### src/rtl/mesi_pkg.sv
package mesi_pkg;

    // Coherence state of one cached line (codes visible on line_state).
    typedef enum logic [1:0] {
        ST_I = 2'd0,
        ST_S = 2'd1,
        ST_E = 2'd2,
        ST_M = 2'd3
    } line_st_e;

    // Command broadcast in the address phase.
    typedef enum logic [1:0] {
        CMD_NONE = 2'd0,
        CMD_RD   = 2'd1,
        CMD_RDX  = 2'd2,
        CMD_INV  = 2'd3
    } bus_cmd_e;

    // Phase of the shared bus.
    typedef enum logic [1:0] {
        PH_IDLE = 2'd0,
        PH_ADDR = 2'd1,
        PH_WB   = 2'd2,
        PH_DONE = 2'd3
    } bus_ph_e;

    // Bus command a local access needs, given the current line state.
    function automatic bus_cmd_e need_cmd(input logic is_write, input line_st_e st);
        if (!is_write)
            return (st == ST_I) ? CMD_RD : CMD_NONE;
        case (st)
            ST_I:    return CMD_RDX;
            ST_S:    return CMD_INV;
            default: return CMD_NONE;
        endcase
    endfunction

    // State a snooping cache takes at the end of an address phase.
    // A modified owner keeps its state until its write-back phase.
    function automatic line_st_e snoop_next(input bus_cmd_e cmd, input line_st_e st);
        case (cmd)
            CMD_RD:  return (st == ST_E) ? ST_S : st;
            CMD_RDX: return (st == ST_M) ? ST_M : ST_I;
            CMD_INV: return ST_I;
            default: return st;
        endcase
    endfunction

endpackage

### src/rtl/mesi_arbiter.sv
module mesi_arbiter #(
    parameter int N = 3
) (
    input  logic [N-1:0] req,
    output logic [N-1:0] gnt
);
    // Fixed priority: index 0 (processor 1) is highest.
    always_comb begin
        logic found;
        found = 1'b0;
        gnt   = '0;
        for (int i = 0; i < N; i++) begin
            if (req[i] && !found) begin
                gnt[i] = 1'b1;
                found  = 1'b1;
            end
        end
    end
endmodule

### src/rtl/mesi_bus_ctrl.sv
module mesi_bus_ctrl
    import mesi_pkg::*;
#(
    parameter int N = 3
) (
    input  logic             clk,
    input  logic             rst,
    input  logic [N-1:0]     req,
    input  logic [N-1:0][1:0] req_cmd,
    input  logic [N-1:0]     snoop_shared,
    input  logic [N-1:0]     snoop_owner,
    output bus_ph_e          phase,
    output logic [N-1:0]     grant_q,
    output bus_cmd_e         cmd_q,
    output logic             shared_q,
    output logic [N-1:0]     owner_q
);
    logic [N-1:0] gnt;
    bus_cmd_e     cmd_sel;

    mesi_arbiter #(.N(N)) arb_i (
        .req (req),
        .gnt (gnt)
    );

    always_comb begin
        cmd_sel = CMD_NONE;
        for (int i = 0; i < N; i++)
            if (gnt[i]) cmd_sel = bus_cmd_e'(req_cmd[i]);
    end

    always_ff @(posedge clk) begin
        if (rst) begin
            phase    <= PH_IDLE;
            grant_q  <= '0;
            cmd_q    <= CMD_NONE;
            shared_q <= 1'b0;
            owner_q  <= '0;
        end else begin
            case (phase)
                PH_IDLE: begin
                    if (|req) begin
                        grant_q <= gnt;
                        cmd_q   <= cmd_sel;
                        phase   <= PH_ADDR;
                    end
                end
                PH_ADDR: begin
                    shared_q <= |snoop_shared;
                    owner_q  <= snoop_owner;
                    phase    <= (|snoop_owner) ? PH_WB : PH_DONE;
                end
                PH_WB: begin
                    phase <= PH_DONE;
                end
                default: begin
                    owner_q <= '0;
                    phase   <= PH_IDLE;
                end
            endcase
        end
    end
endmodule

### src/rtl/mesi_node.sv
module mesi_node
    import mesi_pkg::*;
#(
    parameter int DW = 8
) (
    input  logic          clk,
    input  logic          rst,
    input  logic          req_valid,
    input  logic          req_write,
    input  logic [DW-1:0] req_wdata,
    input  bus_ph_e       phase,
    input  logic          granted,
    input  bus_cmd_e      cmd,
    input  logic          shared_seen,
    input  logic          wb_owner,
    input  logic [DW-1:0] mem_rdata,
    output logic          bus_req,
    output bus_cmd_e      bus_cmd_req,
    output logic          snoop_shared,
    output logic          snoop_owner,
    output line_st_e      state,
    output logic [DW-1:0] line_data,
    output logic          done,
    output logic [DW-1:0] rd_data
);
    line_st_e      state_q;
    logic [DW-1:0] data_q;
    logic [DW-1:0] rdata_q;
    logic          done_q;
    logic          active;
    logic          hit_go;

    always_comb begin
        bus_cmd_req  = need_cmd(req_write, state_q);
        active       = req_valid && !done_q;
        bus_req      = active && (bus_cmd_req != CMD_NONE);
        hit_go       = active && (bus_cmd_req == CMD_NONE) && (phase == PH_IDLE);
        snoop_shared = (phase == PH_ADDR) && !granted && (state_q != ST_I);
        snoop_owner  = (phase == PH_ADDR) && !granted && (state_q == ST_M);
    end

    always_ff @(posedge clk) begin
        if (rst) begin
            state_q <= ST_I;
            data_q  <= '0;
            rdata_q <= '0;
            done_q  <= 1'b0;
        end else begin
            done_q <= 1'b0;
            if (hit_go) begin
                done_q <= 1'b1;
                if (req_write) begin
                    state_q <= ST_M;
                    data_q  <= req_wdata;
                    rdata_q <= req_wdata;
                end else begin
                    rdata_q <= data_q;
                end
            end else if (phase == PH_ADDR && !granted) begin
                state_q <= snoop_next(cmd, state_q);
            end else if (phase == PH_WB && wb_owner) begin
                state_q <= (cmd == CMD_RD) ? ST_S : ST_I;
            end else if (phase == PH_DONE && granted) begin
                done_q <= 1'b1;
                if (cmd == CMD_RD) begin
                    state_q <= shared_seen ? ST_S : ST_E;
                    data_q  <= mem_rdata;
                    rdata_q <= mem_rdata;
                end else begin
                    state_q <= ST_M;
                    data_q  <= req_wdata;
                    rdata_q <= req_wdata;
                end
            end
        end
    end

    assign state     = state_q;
    assign line_data = data_q;
    assign done      = done_q;
    assign rd_data   = rdata_q;
endmodule

### src/rtl/mesi_coherence_top.sv
module mesi_coherence_top
    import mesi_pkg::*;
#(
    parameter int          NCPU     = 3,
    parameter int          DW       = 8,
    parameter logic [DW-1:0] MEM_INIT = 8'h2A
) (
    input  logic                 clk,
    input  logic                 rst,
    input  logic [NCPU-1:0]      cpu_req,
    input  logic [NCPU-1:0]      cpu_wr,
    input  logic [NCPU*DW-1:0]   cpu_wdata,
    output logic [NCPU-1:0]      cpu_done,
    output logic [NCPU*DW-1:0]   cpu_rdata,
    output logic [2*NCPU-1:0]    line_state,
    output logic [NCPU-1:0]      bus_grant,
    output logic [1:0]           bus_cmd,
    output logic                 bus_shared,
    output logic                 bus_wait,
    output logic                 bus_wb,
    output logic [DW-1:0]        mem_data
);
    bus_ph_e             phase;
    logic [NCPU-1:0]     grant_q;
    bus_cmd_e            cmd_q;
    logic                shared_q;
    logic [NCPU-1:0]     owner_q;
    logic [NCPU-1:0]     node_req;
    logic [NCPU-1:0][1:0] node_cmd;
    logic [NCPU-1:0]     snp_shared;
    logic [NCPU-1:0]     snp_owner;
    line_st_e            node_st   [NCPU];
    logic [DW-1:0]       node_data [NCPU];
    logic [DW-1:0]       node_rd   [NCPU];
    bus_cmd_e            node_cmd_e[NCPU];
    logic [DW-1:0]       mem_q;
    logic [DW-1:0]       wb_data;

    mesi_bus_ctrl #(.N(NCPU)) bus_i (
        .clk          (clk),
        .rst          (rst),
        .req          (node_req),
        .req_cmd      (node_cmd),
        .snoop_shared (snp_shared),
        .snoop_owner  (snp_owner),
        .phase        (phase),
        .grant_q      (grant_q),
        .cmd_q        (cmd_q),
        .shared_q     (shared_q),
        .owner_q      (owner_q)
    );

    for (genvar g = 0; g < NCPU; g++) begin : g_node
        mesi_node #(.DW(DW)) node_i (
            .clk          (clk),
            .rst          (rst),
            .req_valid    (cpu_req[g]),
            .req_write    (cpu_wr[g]),
            .req_wdata    (cpu_wdata[g*DW +: DW]),
            .phase        (phase),
            .granted      (grant_q[g]),
            .cmd          (cmd_q),
            .shared_seen  (shared_q),
            .wb_owner     (owner_q[g]),
            .mem_rdata    (mem_q),
            .bus_req      (node_req[g]),
            .bus_cmd_req  (node_cmd_e[g]),
            .snoop_shared (snp_shared[g]),
            .snoop_owner  (snp_owner[g]),
            .state        (node_st[g]),
            .line_data    (node_data[g]),
            .done         (cpu_done[g]),
            .rd_data      (node_rd[g])
        );
        assign node_cmd[g]               = node_cmd_e[g];
        assign line_state[2*g +: 2]      = node_st[g];
        assign cpu_rdata[g*DW +: DW]     = node_rd[g];
    end

    // Data the write-back owner places on the bus.
    always_comb begin
        wb_data = '0;
        for (int i = 0; i < NCPU; i++)
            if (owner_q[i]) wb_data = wb_data | node_data[i];
    end

    // Main-memory word: updated only by a write-back phase.
    always_ff @(posedge clk) begin
        if (rst)
            mem_q <= MEM_INIT;
        else if (phase == PH_WB)
            mem_q <= wb_data;
    end

    always_comb begin
        bus_grant  = (phase != PH_IDLE) ? grant_q : '0;
        bus_cmd    = (phase == PH_ADDR) ? cmd_q : CMD_NONE;
        bus_shared = |snp_shared;
        bus_wait   = |snp_owner;
        bus_wb     = (phase == PH_WB);
        mem_data   = mem_q;
    end
endmodule

### config.mk
export PLATFORM = sky130hd
export DESIGN_NAME = mesi_coherence_top
export DESIGN_NICKNAME = d
export VERILOG_FILES = /design/src/rtl/mesi_pkg.sv /design/src/rtl/mesi_arbiter.sv /design/src/rtl/mesi_bus_ctrl.sv /design/src/rtl/mesi_node.sv /design/src/rtl/mesi_coherence_top.sv
export SDC_FILE = /design/constraint.sdc
export NUM_CORES = 1
export LEC_CHECK = 0
export BUFFER_PORTS_ARGS = -buffer_cell sky130_fd_sc_hd__buf_4
export CORE_UTILIZATION = 56
export DETAILED_ROUTE_END_ITERATION = 10
export MAX_ROUTING_LAYER = met4
export PLACE_DENSITY = 0.85
export SLEW_MARGIN = 0
export SYNTH_ARGS = -nofsm -noshare
export SYNTH_HDL_FRONTEND = slang
export SYNTH_SLANG_ARGS = --single-unit
### constraint.sdc
create_clock -name clk -period 3.11 [get_ports clk]
set_input_delay 0.622 -clock clk [delete_from_list [all_inputs] [get_ports clk]]
set_output_delay 0.622 -clock clk [all_outputs]
set_load 0.03 [all_outputs]
==> results by stage <==
Placement:
- The final weighted congestion in routability-driven placement is 0.956.
- Counting tap cells, the placed design contains a total of 475 instances.
- The number of input and output port buffers inserted is 80.
- After legalization and detailed placement, the total HPWL measured 6.16 mm.

Setup path:
- The critical path launch point type is a flop.
- The worst register-to-register path begins at bus_i.phase[0]$_SDFFE_PP0P_.
- The endpoint class of the critical path is an output pin.
- By startpoint and endpoint, the worst setup path is classified as flop to output pin.
- The critical path goes through inv_1, ha_1, and4b_1, or3_1, buf_4.
- STA puts the critical path data required time at 2490 ps.
- On the critical path, the stage with the largest delay is an instance of sky130_fd_sc_hd__or3_1.
- The largest incremental delay on the critical path is 410 ps.
- The cell class contributing the biggest share of worst-path delay is simple AND/OR/NAND/NOR gates.
- The minimum setup slack among reg-to-reg paths is 750 ps.
- In this run the critical register-to-register path is captured at g_node[0].node_i.line_data[4]$_SDFFE_PP0P_.
- Measured in cells, the most critical reg-to-reg path has a length of 6.
- The maximum net fanout on the critical path is 7.
- The number of buffers and inverters on the critical path is 2.
- Data arrives at the worst endpoint at 1920 ps.

Timing:
- Summed over all failing endpoints, the final setup total negative slack is 0 ps.
- The relative slew slack is 44.9%.
- After layout, the minimum clock period comes to 2540 ps.
- The period utilization is 81.6%.
- Setup repair after global routing left no endpoint under its margin.
- Setup violations remaining at the end of the flow were counted as 0.
- The count of endpoints failing hold in the final timing report is 0.
- The max-slew violation count is 0.
- Across the routed clock network, the largest skew measured is 2.27 ps.
- The worst-margin pin slew is 826 ps.
- Static timing analysis puts the maximum clock frequency at 0.394 GHz.

Clock tree:
- The root buffer cell chosen for the clock tree is sky130_fd_sc_hd__clkbuf_8.
- Post-CTS timing repair inserted 0 buffers for setup.
- The later pin in the worst-skew pair is clocked with a latency of 310 ps.
- After clock tree synthesis, the repair step resized 0 gates.
- The clock transition at the register clock pins on the worst setup and hold paths after CTS is 100 ps.
- The TritonCTS clock tree is built.
- The hold-fix buffer count after cts is 0.
- The clock passes through at most 2 buffers.
- CTS saw 52 sinks.
- Buffers inserted during clock tree synthesis total 5.
- The depth of the CTS H-tree is 2.

Hold path:
- The tightest min-delay check is of the flop to flop type.
- The worst hold path begins at bus_i.cmd_q[0]$_SDFFE_PP0P_.
- The count of cells along the worst hold path is 2.
- The worst hold path terminates at bus_i.cmd_q[0]$_SDFFE_PP0P_.

Die:
- The die span in x is 73.7 µm.
- The effective utilization at floorplan is 59.7%.
- The count of pins on the block boundary is 81.
- The core area is 0.00482 mm².
- The area of the die is 0.00543 mm².
- The die height is 73.7 µm.
- The initialized floorplan defines 25 standard-cell rows.

Logic synthesis:
- Sorting the synthesized cells by how often they occur yields 52 x sky130_fd_sc_hd__dfxtp_1, 34 x sky130_fd_sc_hd__nor2_1, 28 x sky130_fd_sc_hd__nand2_1.
- Yosys mapped a number of flops with a built-in enable equal to 0.
- The cell taking the most area after synthesis is sky130_fd_sc_hd__dfxtp_1.
- The portion of the post-synthesis area used by sequential elements is 36.2%.
- The top flip-flop cell by instance count after synthesis is sky130_fd_sc_hd__dfxtp_1.
- The number of nets in the synthesized netlist is 388.
- Yosys instantiated no cell more often than sky130_fd_sc_hd__dfxtp_1.
- The total of warnings raised by yosys is 0.
- The area of the mapped netlist is 0.00288 mm².
- The register bit total from synthesis is 52.
- The netlist uses 51 different library cells.
- Sorting the synthesized cells by area gives the leading types as sky130_fd_sc_hd__dfxtp_1 36%, sky130_fd_sc_hd__a211oi_1 7.0%, sky130_fd_sc_hd__nor2_1 4.4%.
- The post-synthesis instance total is 349.
- After synthesis, the share of flip-flops with an asynchronous set or reset is 0%.
- The proportion of netlist area held by the largest area contributor is 36.2%.
- After synthesis, the mean cell area works out to 8.24 µm².

GRT:
- The number of antenna violations at the first check in global routing came to 0.
- The first global-routing pass estimated 12.6 mm of wire.
- The final global-route overflow total is 0.
- Entering global routing, the biggest net connects 54 pins.
- The via count of the first global-routing pass is 2,543.
- The overall global routing resource usage is 31.8%.

Routing:
- The via density per instance is 6.09.
- The remaining antenna violation count is 0.
- After the first detailed-routing iteration, the DRC count stood at 287.
- In the routed design, unresolved DRC markers number 0.
- Summed over all layers, the routed wires come to 8.24 mm.
- Before antenna repair, the detailed router went through 7 iterations.
- The routed length per instance is 17.1 µm.
- The overall via count from detail_route is 2,941.

Cells and area:
- Of the cells placed in the final design, the portion with a size suffix greater than 1 is 25.0%.
- The final cell count without fillers is 483.
- 0 antenna diodes ended up in the layout.
- The synthesis-to-layout area growth is 24.3%.
- For this run, the post-layout net count is 454.

Power and ir drop:
- For this design the static power due to leakage is 1.49 nW.
- The areal power density over the cells is 898 mW/mm².
- IR analysis of the VDD net gives a maximum drop of 499 µV.

Outcome:
- The run finished with clean final reports.

Flow run:
- The count of maximum capacitance violations is 0.
cell families after synthesis:
| family | share of synthesized area, % |
|---|---|
| flip-flops | 36.2 |
| XOR/XNOR | 0.305 |
| AND/OR/NAND/NOR | 21.7 |
| AO/OA/AOI/OAI | 28.4 |
| buffers and inverters | 7.27 |
| adder cells (fa/ha/maj) | 3.05 |
| multiplexers | 3.13 |
worst register-to-register path: cells and delay by family (launching register included):
kind                       cells  cell delay [ps]
DFF                            1              350
buffers and inverters          1               80
and+or+nand+nor                2              740
AOI/OAI and AO/OA              2              400
adders and majority gates      1              700
power breakdown:
| part | internal, mW | switching, mW | leakage [nW] |
|---|---|---|---|
| registers | 0.832 | 0.248 | 0.424 |
| logic | 0.620 | 1.03 | 1.01 |
| clock network | 0.243 | 0.231 | 0.0558 |
layout by cell type, fill, tap and decap left out, types with 2 or more instances in the layout:
cell                       instances
sky130_fd_sc_hd__clkbuf_8          5
sky130_fd_sc_hd__nand3_1          13
sky130_fd_sc_hd__a311oi_2          2
sky130_fd_sc_hd__o211ai_2          2
sky130_fd_sc_hd__o22ai_1          16
sky130_fd_sc_hd__nor2_1           34
sky130_fd_sc_hd__a222oi_1          8
sky130_fd_sc_hd__nor4_1            2
sky130_fd_sc_hd__nor2b_1           9
sky130_fd_sc_hd__and4b_1           3
sky130_fd_sc_hd__mux2i_2           2
sky130_fd_sc_hd__ha_1              7
sky130_fd_sc_hd__nor3b_1           2
sky130_fd_sc_hd__nand2b_1         10
sky130_fd_sc_hd__a21oi_1          19
sky130_fd_sc_hd__inv_1            27
sky130_fd_sc_hd__nand2_1          28
sky130_fd_sc_hd__a211oi_1         27
sky130_fd_sc_hd__o221ai_1          3
sky130_fd_sc_hd__o21ai_0           7
sky130_fd_sc_hd__a22oi_1           2
sky130_fd_sc_hd__mux2i_1           4
sky130_fd_sc_hd__or3_1             4
sky130_fd_sc_hd__dfxtp_1          52
sky130_fd_sc_hd__nor3_1            2
sky130_fd_sc_hd__a311oi_1          9
sky130_fd_sc_hd__nand4_1           6
sky130_fd_sc_hd__and2_1            2
sky130_fd_sc_hd__or2_2             3
sky130_fd_sc_hd__o21ai_1           3
sky130_fd_sc_hd__buf_4            81
sky130_fd_sc_hd__o31ai_1           2
metrics by stage:
step / total power [mW] / setup WS [ps] / cell area [µm²] / util, % / hold WS, ps
after global placement: 2.67 / 881 / 3460 / 71.9 / 484
after CTS: 3.18 / 592 / 3570 / 74.2 / 504
after global routing: 3.39 / 515 / 3570 / 74.2 / 547
after detailed placement: 2.71 / 751 / 3460 / 71.9 / 491
after floorplan: 2.19 / 1050 / 2880 / - / 466
final: 3.21 / 572 / 3570 / 74.2 / 525
worst max path at each step:
stage | from | to | slack [ps] | cells after the start
after floorplan | g_node[0].node_i.state[1]$_SDFFE_PP0P_ | bus_shared | 1050 | 3
after global placement | cpu_wr[1] | g_node[1].node_i.line_data[6]$_SDFFE_PP0P_ | 880 | 6
after detailed placement | cpu_wr[1] | g_node[1].node_i.line_data[4]$_SDFFE_PP0P_ | 750 | 6
after CTS | bus_i.phase[1]$_SDFFE_PP0P_ | bus_wait | 590 | 5
after global routing | bus_i.phase[1]$_SDFFE_PP0P_ | bus_wait | 510 | 5
final | bus_i.phase[1]$_SDFFE_PP0P_ | bus_wait | 570 | 5
layer usage:
layer	part of all wire (%)	vias up	GRT usage, %
li1	-	1422	-
met1	45	1347	44.0
met2	44	162	46.2
met3	9.7	10	8.23
met4	0.81	0	8.12
met5	0	-	-
state kept, by name (all words and copies together), names as in the netlist:
| signal | flops |
|---|---|
| bus_i.owner_q | 3 |
| mem_data | 8 |
| bus_i.cmd_q | 2 |
| g_node.node_i.line_data | 24 |
| g_node.node_i.done | 3 |
| bus_i.shared_q | 1 |
| bus_i.phase | 2 |
| g_node.node_i.state | 6 |
| bus_i.grant_q | 3 |
cell type report:
type,count,area [µm²]
clock inverter,2,38.8
inverter,28,105
sequential,52,1040
timing repair buffer,81,608
multi-input combinational,247,1630
clock buffer,6,72.6
fill,396,1240
tap,67,83.8
Power figures use the tool's default switching activity.
